===== src/rtl/pfc_pause_gen.sv =====
module pfc_pause_gen #(
  parameter int NPRI = 8,
  parameter int TW = 16,
  parameter logic [15:0] REFRESH = 16'hFF00
) (
  input  logic              clk,
  input  logic              rst_n,
  input  logic              full_duplex,
  input  logic              rx_flow_en,
  input  logic [NPRI-1:0]   flow_pri_mask,
  input  logic [NPRI-1:0]   pri_trigger,
  input  logic              quanta_tick,
  input  logic              tx_busy,
  input  logic              pause_ack,
  output logic              pause_valid,
  output logic [NPRI-1:0]   pause_pev,
  output logic [NPRI*TW-1:0] pause_times,
  output logic [47:0]       pause_da,
  output logic [15:0]       pause_opcode
);
  localparam logic [TW-1:0] TMAX = {TW{1'b1}};
  localparam logic [TW-1:0] RLOAD = TW'(REFRESH);

  logic [NPRI-1:0] want, rep, due, sel;
  logic [TW-1:0]   cnt [NPRI];
  logic            launch;

  assign pause_da     = 48'h0180C2000001;
  assign pause_opcode = 16'h0101;
  assign want   = {NPRI{full_duplex & rx_flow_en}} & flow_pri_mask & pri_trigger;
  assign launch = full_duplex & ~tx_busy & ~pause_valid & (|sel);

  for (genvar p = 0; p < NPRI; p++) begin : g_pri
    assign due[p] = rep[p] & want[p] & (cnt[p] == '0);
    assign sel[p] = (want[p] ^ rep[p]) | due[p];

    always_ff @(posedge clk) begin
      if (!rst_n || !full_duplex) cnt[p] <= '0;
      else if (launch && sel[p]) cnt[p] <= want[p] ? RLOAD : '0;
      else if (quanta_tick && rep[p] && cnt[p] != '0) cnt[p] <= cnt[p] - 1'b1;
    end

    always_ff @(posedge clk) begin
      if (!rst_n) pause_times[p*TW +: TW] <= '0;
      else if (launch) pause_times[p*TW +: TW] <= (sel[p] & want[p]) ? TMAX : '0;
    end
  end

  always_ff @(posedge clk) begin
    if (!rst_n || !full_duplex) rep <= '0;
    else if (launch) rep <= (rep & ~sel) | (want & sel);
  end

  always_ff @(posedge clk) begin
    if (!rst_n) begin
      pause_valid <= 1'b0;
      pause_pev   <= '0;
    end else if (launch) begin
      pause_valid <= 1'b1;
      pause_pev   <= sel;
    end else if (pause_ack) begin
      pause_valid <= 1'b0;
    end
  end

  logic bad_code;
  always_comb begin
    bad_code = 1'b0;
    for (int p = 0; p < NPRI; p++) begin
      if (!pause_pev[p] && pause_times[p*TW +: TW] != '0) bad_code = 1'b1;
      if (pause_times[p*TW +: TW] != '0 && pause_times[p*TW +: TW] != TMAX) bad_code = 1'b1;
    end
  end

  AST_TIME_CODES: assert property (@(posedge clk) disable iff (!rst_n)
    pause_valid |-> !bad_code);
  AST_HALF_DUPLEX_QUIET: assert property (@(posedge clk) disable iff (!rst_n)
    $rose(pause_valid) |-> $past(full_duplex));
  AST_LAUNCH_AT_BOUNDARY: assert property (@(posedge clk) disable iff (!rst_n)
    $rose(pause_valid) |-> !$past(tx_busy));
  AST_DESC_HELD: assert property (@(posedge clk) disable iff (!rst_n)
    pause_valid && !pause_ack |=> pause_valid && $stable(pause_pev) && $stable(pause_times));
  AST_CANCEL_ALL: assert property (@(posedge clk) disable iff (!rst_n)
    $rose(pause_valid) && !$past(rx_flow_en) |-> pause_times == '0);
  AST_NONEMPTY: assert property (@(posedge clk) disable iff (!rst_n)
    $rose(pause_valid) |-> pause_pev != '0);
endmodule


===== config.mk =====
export PLATFORM = sky130hd
export DESIGN_NAME = pfc_pause_gen
export DESIGN_NICKNAME = d
export VERILOG_FILES = /design/src/rtl/pfc_pause_gen.sv
export SDC_FILE = /design/constraint.sdc
export NUM_CORES = 1
export LEC_CHECK = 0
export BUFFER_PORTS_ARGS = -buffer_cell sky130_fd_sc_hd__buf_2
export CORE_UTILIZATION = 25
export DETAILED_ROUTE_END_ITERATION = 10
export SLEW_MARGIN = 0
export SYNTH_ARGS = -nofsm -noshare
export SYNTH_HDL_FRONTEND = slang
export SYNTH_SLANG_ARGS = --single-unit

===== constraint.sdc =====
create_clock -name clk -period 6.7 [get_ports clk]
set_clock_uncertainty 0.05 [all_clocks]
set_input_delay 1.005 -clock clk [delete_from_list [all_inputs] [get_ports clk]]
set_output_delay 1.005 -clock clk [all_outputs]
set_load 0.005 [all_outputs]

==> metrics.csv <==
stage,metric,value,unit
cts,TritonCTS buffer count,17,
synthesis,Synth Area in Compound Gates,9.90,%
synthesis,"Seq/Total Area, Yosys",44.7,%
placed_design,dpl ws,2070,ps
cts,"Hold-fix buffers, CTS",0,
power,power density over the cells,214,nW/um2
synthesis,Yosys reg bits,153,
global_routing,first-pass GRT wire length,31900,um
synthesis,syn_area_per_cell,9.99,um2
cells_and_area,layout cells sized above 1,20.5,%
worst_hold_path,min-delay worst type,flop to flop,
global_routing,GR Overflow Total,0,
route,Routed WL per cell,13.3,um
route,routed vias/inst,4.44,
global_routing,GRT Total Usage,10.3,%
synthesis,top_reg_cell synth,edfxtp_1,
route,drc violations,0,
cells_and_area,FILL cells,3979,
synthesis,adder-cell area share of the yosys netlist,3.09,%
cells_and_area,final design utilization,27.6,%
sta,fmax,242,MHz
setup_path,reg2reg setup slack,3300,ps
sta,final setup fails,0,
cells_and_area,Synth-to-Final Area Change,7.86,%
floorplan,die span in x,199,um
route,DR vias,6803,
cells_and_area,nets,1054,
setup_path,"most used cell, CP",nand3_1,
global_routing,pin count of the biggest net entering global routing,30,
sta,RSZ-0062 raised after global routing,no,
sta,Tmin final,4130,ps
setup_path,CP endpoint,cnt[0][50],
placed_design,port buffer count,159,
floorplan,Rows,71,
global_routing,vias in the first global route,6066,
setup_path,critical path cell sequence,buf_2 > and2_1 > nand3_1 > inv_1 > ha_1 > or4bb_1 > nor4_4 > o21ai_1 > nand3_1 > nand3_1,
setup_path,FF-to-FF path depth,5,
setup_path,critical path's top delay family,simple AND/OR/NAND/NOR gates,
synthesis,Synth Area in Simple Gates,17.3,%
sta,Worst-Margin Slew,828,ps
synthesis,Mapped Cells,973,
synthesis,Yosys warning total,0,
placed_design,gpl congestion,0.787,
setup_path,kind of end point of the critical path,flop,
cts,Resized Gates After CTS,0,
setup_path,Worst path depth,10,
sta,setup ws final,2570,ps
placed_design,DP Wirelength,14800,um
run,max_cap viols,0,
sta,setup total negative slack,0,ps
floorplan,Die H,199,um
synthesis,Synth cell types,62,
synthesis,xor/xnor cell area share of the yosys netlist,8.65,%
cts,clk_lat worst skew,430,ps
setup_path,worst-path cell with the longest stage delay,nand3_1,
synthesis,Post-synth EDFFs,128,
cts,H-tree depth,4,
cts,clock sink total,153,
synthesis,top cell type's share of synthesized area,39.5,%
synthesis,"FFs w/ async S/R, synth",0,%
cts,clock-pin slew on the worst setup and hold paths,60,ps
route,Starting DRT DRC Count,523,
synthesis,"top cells by area, synth","edfxtp_1, buf_4, dfxtp_1",
route,Pre-Repair DR Iteration Count,5,
status,outcome,"complete, no violations",
power,Worst VDD drop,0.000150,V
route,Routed WL,20400,um
sta,final period utilization,61.6,%
sta,hold slack,433,ps
cts,clock buffer depth,2,
setup_path,capturing point of the worst reg2reg path,cnt[0][3],
synthesis,most frequent cell after synthesis,buf_4,
route,Routed Antenna Nets,0,
power,Total Power,2.24,mW
cts,root buffer cell,clkbuf_16,
floorplan,io pins,224,
synthesis,Post-Syn Area,9720,um2
setup_path,Crit Path Category,input port to flop,
sta,Max Slew Vio Count,0,
floorplan,starting density of the core,25.6,%
setup_path,RR Startpoint,cnt[0][5],
cts,CTS tree,yes,
cts,Post-CTS Setup Bufs,0,
power,Leakage,4.31,nW
setup_path,Worst EP arrival,4050,ps
synthesis,commonest cells in the netlist,"buf_4, edfxtp_1, nor2_1, o21ai_0, xnor2_1",
setup_path,CP startpoint kind,input port,
floorplan,Core ar.,37900,um2
setup_path,CP Max Fanout,17,
setup_path,CP startpoint,full_duplex,
setup_path,Buf/Inv on CP,2,
global_routing,initial antenna violation count,1,
setup_path,crit-path max cell delay,640,ps
synthesis,mux share of post-synthesis cell area,0,%
sta,Final Hold Viols,0,
setup_path,required time of the critical path,6620,ps
floorplan,Total Die Area,39700,um2
sta,Slew HR,44.3,%
synthesis,Synth area leader,edfxtp_1,
synthesis,main combinational cell family by area after synthesis,simple AND/OR/NAND/NOR gates,
## cell type report
class                      count  area [um2]  share of cell area (%)
tap                          511         639                    6.10
clock inverter                14         133                    1.26
inverter                      26        97.6                   0.931
clock buffer                  17         425                    4.06
antenna                        1        2.50                  0.0239
sequential                   153        4340                    41.4
multi-input combinational    647        4030                    38.4
timing repair buffer         162         818                    7.80
## power breakdown
part	switching (mW)	total (mW)	internal (mW)
clock network	0.390	0.930	0.540
logic	0.131	0.211	0.0797
registers	0.0354	1.10	1.06
## state kept, by name, summed over array words and instances, names as in the netlist, named ones only
| name | flops |
|---|---|
| pause_times | 8 |
| pause_pev | 8 |
| cnt | 128 |
| pause_valid | 1 |
## worst min-delay path: cells and delay by family (launching register included)
family,cells,cell delay (ps)
flops,1,330
simple gates,2,110
## worst min-delay path by stage
| stage | endpoint | slack [ps] | cells after the start |
|---|---|---|---|
| floorplan | flop | 400 | 2 |
| global placement | flop | 420 | 2 |
| detailed placement | flop | 430 | 2 |
| CTS | flop | 430 | 2 |
| global route | flop | 450 | 2 |
| finish | flop | 430 | 2 |
## per-stage QoR
step / std cells / area [um2]
floorplan: 1035 / 9950
global placement: 1499 / 9930
detailed placement: 1499 / 9930
CTS: 1530 / 10500
global route: 1530 / 10500
finish: 1531 / 10500
## placed cells by master (no fill, tap or decap), types with 10 or more instances in the layout
| cell type | count |
|---|---|
| ha_1 | 24 |
| nand3_1 | 22 |
| dfxtp_1 | 25 |
| or4_1 | 18 |
| xnor2_1 | 55 |
| edfxtp_1 | 128 |
| buf_2 | 159 |
| nor3_1 | 15 |
| conb_1 | 64 |
| clkbuf_16 | 17 |
| or3_1 | 28 |
| a21oi_1 | 28 |
| xor2_1 | 41 |
| inv_1 | 25 |
| nor2_1 | 90 |
| o21ai_0 | 74 |
| nand2_1 | 41 |
| nor4_1 | 29 |
| a31oi_1 | 10 |
## cells by family after synthesis
kind of cell | count (synthesis)
AO/OA/AOI/OAI | 156
XOR/XNOR | 96
adder cells (fa/ha/maj) | 24
other | 2
flip-flops | 153
AND/OR/NAND/NOR | 307
buffers and inverters | 235
## routing by layer
metal  vias to the layer above  global-route usage (%)  wire [um]
met5                         -                       0          0
met4                         0                    2.93        225
met3                        18                    2.11       1270
met2                       250                    16.9       9520
met1                      3206                    13.7       9360
li1                       3329                       -          -
Power figures use the tool's default switching activity.
